**config.mk**
```make
export PLATFORM = sky130hd
export DESIGN_NAME = tlp_parity_guard
export DESIGN_NICKNAME = d
export VERILOG_FILES = /design/src/rtl/tlp_parity_guard_pkg.sv /design/src/rtl/tpg_parity_scan.sv /design/src/rtl/tpg_tlp_store.sv /design/src/rtl/tpg_err_report.sv /design/src/rtl/tlp_parity_guard.sv
export SDC_FILE = /design/constraint.sdc
export NUM_CORES = 1
export LEC_CHECK = 0
export BUFFER_PORTS_ARGS = -buffer_cell sky130_fd_sc_hd__buf_2
export CAP_MARGIN = 10
export CORE_ASPECT_RATIO = 0.6
export CORE_MARGIN = 1.5
export CORE_UTILIZATION = 45
export DETAILED_ROUTE_END_ITERATION = 10
export GPL_TIMING_DRIVEN = 0
export SLEW_MARGIN = 10
export SYNTH_ARGS = -nofsm -noshare
export SYNTH_HDL_FRONTEND = slang
export SYNTH_HIERARCHICAL = 1
export SYNTH_SLANG_ARGS = --single-unit
```
**constraint.sdc**
```tcl
create_clock -name clk -period 2.95 [get_ports clk]
set_input_delay 0.59 -clock clk [delete_from_list [all_inputs] [get_ports clk]]
set_output_delay 0.59 -clock clk [all_outputs]
set_load 0.01 [all_outputs]
```
**src/rtl/tlp_parity_guard_pkg.sv**
```systemverilog
package tlp_parity_guard_pkg;
  localparam int unsigned BYTE_W = 8;

  function automatic int unsigned lanes_of(int unsigned data_w);
    return data_w / BYTE_W;
  endfunction
endpackage

```
**src/rtl/tpg_parity_scan.sv**
```systemverilog
module tpg_parity_scan
  import tlp_parity_guard_pkg::*;
#(
  parameter int unsigned DATA_W = 32,
  localparam int unsigned NB = DATA_W / BYTE_W
) (
  input  logic [DATA_W-1:0] data,
  input  logic [NB-1:0]     par,
  output logic              mismatch
);
  logic [NB-1:0] lane_bad;

  for (genvar g = 0; g < NB; g++) begin : g_lane
    assign lane_bad[g] = (^data[g*BYTE_W +: BYTE_W]) ^ par[g];
  end

  assign mismatch = |lane_bad;
endmodule

```
**src/rtl/tpg_tlp_store.sv**
```systemverilog
module tpg_tlp_store #(
  parameter int unsigned DATA_W = 32,
  parameter int unsigned DEPTH  = 32,
  localparam int unsigned AW = $clog2(DEPTH),
  localparam int unsigned EW = DATA_W + 2
) (
  input  logic              clk,
  input  logic              rst_n,
  input  logic              wr_en,
  input  logic              wr_sop,
  input  logic              wr_eop,
  input  logic [DATA_W-1:0] wr_data,
  input  logic              keep,
  input  logic              discard,
  output logic              out_valid,
  output logic              out_sop,
  output logic              out_eop,
  output logic [DATA_W-1:0] out_data
);
  logic [EW-1:0] mem [DEPTH];
  logic [AW-1:0] wr_ptr_q, wr_ptr_n;
  logic [AW-1:0] cm_ptr_q, cm_ptr_n;
  logic [AW-1:0] rd_ptr_q, rd_ptr_n;
  logic [EW-1:0] head;

  always_comb begin
    wr_ptr_n = wr_ptr_q;
    cm_ptr_n = cm_ptr_q;
    if (wr_en) wr_ptr_n = wr_ptr_q + 1'b1;
    if (keep) cm_ptr_n = wr_ptr_q + 1'b1;
    if (discard) wr_ptr_n = cm_ptr_q;
  end

  assign out_valid = (rd_ptr_q != cm_ptr_q);
  assign rd_ptr_n  = out_valid ? rd_ptr_q + 1'b1 : rd_ptr_q;
  assign head      = mem[rd_ptr_q];
  assign out_sop   = head[EW-1];
  assign out_eop   = head[EW-2];
  assign out_data  = head[DATA_W-1:0];

  always_ff @(posedge clk) begin
    if (wr_en) mem[wr_ptr_q] <= {wr_sop, wr_eop, wr_data};
  end

  always_ff @(posedge clk or negedge rst_n) begin
    if (!rst_n) begin
      wr_ptr_q <= '0;
      cm_ptr_q <= '0;
      rd_ptr_q <= '0;
    end else begin
      wr_ptr_q <= wr_ptr_n;
      cm_ptr_q <= cm_ptr_n;
      rd_ptr_q <= rd_ptr_n;
    end
  end
endmodule

```
**src/rtl/tpg_err_report.sv**
```systemverilog
module tpg_err_report #(
  parameter int unsigned CNT_W = 8
) (
  input  logic           clk,
  input  logic           rst_n,
  input  logic           bad_evt,
  input  logic           silent,
  input  logic           msg_en,
  input  logic           rd,
  output logic [CNT_W:0] rd_data,
  output logic           msg_req
);
  localparam logic [CNT_W-1:0] CNT_MAX = '1;

  logic [CNT_W-1:0] cnt_q, cnt_n;
  logic             sts_q, sts_n;
  logic             msg_n;
  logic             sat;

  assign sat = (cnt_q == CNT_MAX);

  always_comb begin
    cnt_n = cnt_q;
    if (rd) cnt_n = bad_evt ? CNT_W'(1) : '0;
    else if (bad_evt && !sat) cnt_n = cnt_q + 1'b1;
    sts_n = (bad_evt && !silent) || (sts_q && !rd);
    msg_n = bad_evt && !silent && msg_en && !sat;
  end

  assign rd_data = {sts_q, cnt_q};

  always_ff @(posedge clk or negedge rst_n) begin
    if (!rst_n) begin
      cnt_q   <= '0;
      sts_q   <= 1'b0;
      msg_req <= 1'b0;
    end else begin
      cnt_q   <= cnt_n;
      sts_q   <= sts_n;
      msg_req <= msg_n;
    end
  end
endmodule

```
**src/rtl/tlp_parity_guard.sv**
```systemverilog
module tlp_parity_guard
  import tlp_parity_guard_pkg::*;
#(
  parameter int unsigned DATA_W = 32,
  parameter int unsigned DEPTH  = 32,
  parameter int unsigned CNT_W  = 8,
  localparam int unsigned NB = DATA_W / BYTE_W
) (
  input  logic              clk,
  input  logic              rst_n,
  input  logic              in_valid,
  input  logic              in_sop,
  input  logic              in_eop,
  input  logic [DATA_W-1:0] in_data,
  input  logic [NB-1:0]     in_par,
  input  logic              cfg_silent,
  input  logic              cfg_msg_en,
  input  logic              reg_rd,
  output logic [CNT_W:0]    reg_rd_data,
  output logic              msg_req,
  output logic              out_valid,
  output logic              out_sop,
  output logic              out_eop,
  output logic [DATA_W-1:0] out_data
);
  logic beat_bad;
  logic acc_q, acc_n;
  logic tlp_bad;
  logic tlp_good;
  logic prior_bad;

  tpg_parity_scan #(.DATA_W(DATA_W)) u_scan (
    .data     (in_data),
    .par      (in_par),
    .mismatch (beat_bad)
  );

  assign prior_bad = in_sop ? 1'b0 : acc_q;
  assign tlp_bad   = in_valid && in_eop && (prior_bad || beat_bad);
  assign tlp_good  = in_valid && in_eop && !(prior_bad || beat_bad);

  always_comb begin
    acc_n = acc_q;
    if (in_valid) acc_n = in_eop ? 1'b0 : (prior_bad || beat_bad);
  end

  always_ff @(posedge clk or negedge rst_n) begin
    if (!rst_n) acc_q <= 1'b0;
    else        acc_q <= acc_n;
  end

  tpg_tlp_store #(.DATA_W(DATA_W), .DEPTH(DEPTH)) u_store (
    .clk       (clk),
    .rst_n     (rst_n),
    .wr_en     (in_valid),
    .wr_sop    (in_sop),
    .wr_eop    (in_eop),
    .wr_data   (in_data),
    .keep      (tlp_good),
    .discard   (tlp_bad),
    .out_valid (out_valid),
    .out_sop   (out_sop),
    .out_eop   (out_eop),
    .out_data  (out_data)
  );

  tpg_err_report #(.CNT_W(CNT_W)) u_rep (
    .clk     (clk),
    .rst_n   (rst_n),
    .bad_evt (tlp_bad),
    .silent  (cfg_silent),
    .msg_en  (cfg_msg_en),
    .rd      (reg_rd),
    .rd_data (reg_rd_data),
    .msg_req (msg_req)
  );
endmodule

```
Word level (Yosys, flattened, before mapping)
Memory sizes are Yosys's and may differ from the RTL's.
Cells that the tools add are included.
- add/subtract/negate cells: 3
- eq/ne operators: 2
- muxes and demuxes: 9
- bitwise gates (word level): 4
- reduce and logical (&&, ||, !) cells: 21
- operators by type and width (cell ; count):
    parity 8 bit ; 4
    two-way mux 8 bit ; 2
    adder 5 x 1 -> 5 bit, second input constant ; 2
    two-way mux 5 bit ; 2
    adder 8 x 1 -> 8 bit, second input constant ; 1
    == test 8 bit, second input constant ; 1
    logical AND 1 bit ; 8
    two-way mux 1 bit ; 5
    != test 5 bit ; 1
    logical NOT 1 bit ; 4
    nonzero test 2 bit ; 2
    OR reduction 4 bit ; 1
    XOR 1 bit ; 4
    logical OR 1 bit ; 2
- register bits: 26
- memory bits (writable): 1088
- bits of input ports: 44
- output and inout bits: 45
- memories kept: 1
- memory list (name ; words ; width ; rd ports ; clocked after memory_dff ; wr ports ; RTL line ; RTL):
    u_store.mem ; 32 ; 34 ; 1 ; 0 ; 1 ; tpg_tlp_store.sv:20 ; logic [EW-1:0] mem [DEPTH];

Depth between registers and ports, before layout
- depth after elaboration: 8
- mapped depth: 10

Modules after synthesis
The synthesis kept the hierarchy.
- by module, submodules not included (module ; instances ; cells each ; area an instance (um2) ; sequential area each (um2)):
    tpg_tlp_store ; 1 ; 1908 ; 41951.5 ; 33046.7
    tpg_err_report ; 1 ; 60 ; 598.1 ; 250.2
    tpg_parity_scan ; 1 ; 29 ; 306.5 ; 0.0
    tlp_parity_guard ; 1 ; 9 ; 73.8 ; 25.0

Worst setup path after synthesis
No wires, ideal clock.
- path type: input to register
- start: in in_valid
- end: mem u_store/mem[15][0] (netlist name) (enable)
- library setup time: 427 ps
- arrival: 2582 ps
- setup slack: -58 ps
- stages on the path: 3
- buffers on the path: 1
- cell sequence: clkbuf_1 > nand2_1 > nor2_1
- cells in the longest elaborated chain, start to end: 2
- RTL lines (what ; RTL line ; RTL):
    start, declared ; tlp_parity_guard.sv:11 ; input logic in_valid,
    two-way mux 1 bit ; tpg_tlp_store.sv:42 ; if (wr_en) mem[wr_ptr_q] <= {wr_sop, wr_eop, wr_data};
    two-way mux 1 bit (implied by the code) ; tpg_tlp_store.sv:42 ;
    end, declared ; tpg_tlp_store.sv:20 ;
Every way passes these cells.

Final worst setup path
- start: reg u_store.rd_ptr_q[2]
- end: out out_data[14]
- cells in the longest elaborated chain, start to end: 1
- RTL lines (what ; RTL line ; RTL):
    start, declared ; tpg_tlp_store.sv:23 ; logic [AW-1:0] rd_ptr_q, rd_ptr_n;
    start signal, assigned ; tpg_tlp_store.sv:53 ; rd_ptr_q <= rd_ptr_n;
    memory (32 x 34 bit) ; - ;
    end, declared ; tlp_parity_guard.sv:24 ; output logic [DATA_W-1:0] out_data
Every way passes these cells.

==> impl_metrics.yaml <==
worst_setup_path:
  crit_chain: "buf_4, buf_8, buf_6, mux4_2, a22oi_2, a22oi_2, buf_2"
  regToRegSetupSlack_ns: 0.15
  cp_slowest_cell: "dfrtp_1"
  critical_path.max_stage_delay_ns: 0.37
  cp_max_fo: 10
  cpLargestDelayFamily: "buffers and inverters"
  crit_type: "reg -> out"
  reg2reg_depth: 4
  crit_buf_inv: 4
  rr_endpoint: "u_store/mem[11][14]"
  cp-end-kind: "output pin"
  worst_path_most_repeated_cell: "a22oi_2"
  startpoint_type: "register"
  r2r_start: "u_store/wr_ptr_q[0]"
  required_ns: 2.36
  cp.arrival_ns: 2.76
layout:
  final_cells: 3587
  drive_above_1_share_pct: 34.6
  regArea_um2: 33300
  n_antenna_cell: 0
  num-nets-final: 2309
  area_growth_pct: 19.8
  nFillCells: 7047
  fin_util_pct: 54.5
  multi_input_area_um2: 9940
yosys:
  post-synth-top-count-cell: "edfxtp_1"
  synth-async-reset-ratio_pct: 2.33
  synth_area_per_cell_um2: 21.4
  ys.warnings.count: 6
  synth_area_leaders: "edfxtp_1, mux4_2, mux2i_1"
  synth_cell_types: 51
  ys_seq_elements: 1114
  syn-cell-area_um2: 42900
  synth-seq-area-share_pct: 77.6
  yosys-top-cells-count: "edfxtp_1, mux4_2, mux2i_1"
  synthFlopType: "edfxtp_1"
  synth_edf_count: 1088
  syn_nets: 2056
  synth_top_area_share_pct: 76.1
  synth_cells: 2006
  synth_top_area_cell: "edfxtp_1"
power:
  p_leak_nw: 16.5
  ir_drop_uv: 735
  internal_power_w: 0.0331
  switchingPower_w: 0.0161
  p_per_area_nw_per_um2: 957
  pwr-share-comb_pct: 35.7
  pwr-share-clk_pct: 26.5
  switching_share_pct: 32.8
  p_seq_share_pct: 37.8
  totalPowerFinal_w: 0.0492
worst_hold_path:
  hold_start: "cfg_silent"
  worstHoldPathCells: 2
  whs_endpoint: "u_rep/sts_q"
  hold_path_class: "in -> reg"
placed_design:
  pre_cts_slack_ns: -0.837
  dp_hpwl_mm: 77.0
  io_buffers: 88
  globalplace.congestion: 0.821
  place_inst: 3392
grt:
  use_met1_pct: 37.8
  top_usage_layer: "met1"
  grt_pass1_vias: 21900
  grt_pass1_wl_mm: 164
  grt_max_degree: 36
  grt_use_met2_pct: 33.3
  grtUsageTotal_pct: 23.9
  met3_usage_pct: 5.52
  antenna_found_initial: 0
  grt-ovfl-total: 0
floorplanning:
  pin_count: 89
  die_w_um: 402
  core-area_um2: 94300
  initial_utilization_pct: 45.5
  die_h_um: 242
  rows: 87
  die_area_um2: 97300
status:
  status: "finished with violations"
  violations: "negative setup slack"
job:
  drv_cap: 0
route:
  drt_iter0_markers: 2560
  vias: 22300
  drcViolationCount: 0
  wire_per_inst_um: 32.6
  drt_wl_total_mm: 117
  dr.pass1.iters: 5
  antenna_left: 0
  viasPerCell: 6.22
sta:
  worst_slew_pin_slew_ns: 0.959
  slew_violations: 0
  fmax_ghz: 0.298
  timing.final.crit_share_pct: 114
  fin_ws_ns: -0.404
  hold_ws_ns: 0.103
  setup_viol: 34
  skew_ns: 0.0194
  rsz0062_at_grt: "true"
  max_slew_margin_pct: 35.9
  final_period_minus_worst_setup_slack_ns: 3.35
  hold_viol: 0
clock_tree:
  h-tree-depth: 3
  numCtsBuffers: 98
  cts.path.max_buffers: 3
  clockRootBuffer: "clkbuf_16"
  cts_tree: "built"
  insertion_delay_ns: 0.68
  clkSlewWorstSetupHoldPaths_ns: 0.06
  clock_sinks: 1114
==> layout by cell type (no fill, tap or decap), types with 11 or more instances in the layout <==
master,n
a22oi_1,36
xnor2_1,17
dfrtp_1,25
clkbuf_1,23
o221ai_2,13
a211oi_2,26
clkinv_2,22
buf_4,31
buf_8,13
o221ai_1,21
mux4_2,203
buf_12,40
buf_16,34
nor2_4,32
a21oi_2,25
clkinv_1,15
bufinv_16,11
buf_2,82
clkbuf_16,106
nand2_1,17
buf_6,25
a21oi_1,16
mux2i_1,133
o22ai_1,33
xor2_1,21
a22oi_2,65
clkbuf_4,22
edfxtp_1,1088
==> power by group through the flow <==
stage	Clock (W)	Sequential [W]	Combinational, W
floorplan	0	0.0189	0.00859
global placement	0	0.0190	0.0139
detailed placement	0	0.0189	0.0146
CTS	0.0132	0.0186	0.0163
global route	0.0139	0.0187	0.0183
finish	0.0130	0.0186	0.0176
==> per-stage QoR <==
step	setup TNS, ns	cell area [um^2]
after floorplan	-9.48	42900
after global placement	-2702.39	44900
after detailed placement	-82.55	46400
after CTS	-14.46	50700
after global routing	-13.70	51400
final	-10.84	51400
==> how the worst max path moves through the flow <==
stage / start / end / slack [ns] / depth (start not counted)
detailed placement: in_data[30] / u_rep/cnt_q[6] / -0.84 / 11
finish: u_store/rd_ptr_q[2] / out_data[14] / -0.40 / 7
CTS: u_store/rd_ptr_q[0] / out_data[29] / -0.45 / 7
global placement: in_valid / u_store/mem[7][16] / -3.11 / 4
global route: u_store/rd_ptr_q[0] / out_data[22] / -0.46 / 7
floorplan: in_valid / u_store/mem[31][0] / -0.04 / 3
==> repair_timing <==
item / 4_1_cts / 5_1_grt
hold endpoints to repair: 26 / 0
pin swaps: 11 / 38
hold buffers: 1 / 0
gates resized for setup: 269 / 138
cloned: 2 / 5
endpoints found under the setup margin: 37 / 40
buffers inserted: 2 / 4
==> area by class of cell <==
class,count,area share [%]
multi-input combinational,765,19.3
clock buffer,122,5.15
sequential,1114,64.8
inverter,7,0.0511
timing repair buffer,154,3.88
buffer,119,2.59
tap,1246,3.03
clock inverter,60,1.15
==> worst register-to-register path: cells and delay by family, from the launching register on <==
kind | cells | cell delay, ns
flops | 1 | 0.46
fa+ha+maj | 1 | 0.25
simple gates | 2 | 1.46
buf+inv | 1 | 0.29
==> layer usage <==
| metal | vias up | wire, um |
|---|---|---|
| li1 | 8991 | - |
| met1 | 12000 | 52900 |
| met2 | 1136 | 49500 |
| met3 | 156 | 11700 |
| met4 | 0 | 2780 |
| met5 | - | 0 |
==> state kept, by name, indices dropped and copies added (netlist names) <==
register / cells
acc_q: 1
u_store/rd_ptr_q: 5
u_rep/msg_req: 1
u_rep/cnt_q: 8
u_rep/sts_q: 1
u_store/wr_ptr_q: 5
u_store/cm_ptr_q: 5
u_store/mem: 1088
==> kinds of logic after synthesis <==
group / Yosys count / share of synthesized area, %
simple gates: 100 / 1.14
buf+inv: 127 / 1.57
compound gates: 270 / 4.49
mux: 346 / 14.0
xor+xnor: 43 / 1.01
flops: 1114 / 77.6
fa+ha+maj: 6 / 0.175
Note: power is estimated with default switching activity, not from simulation.
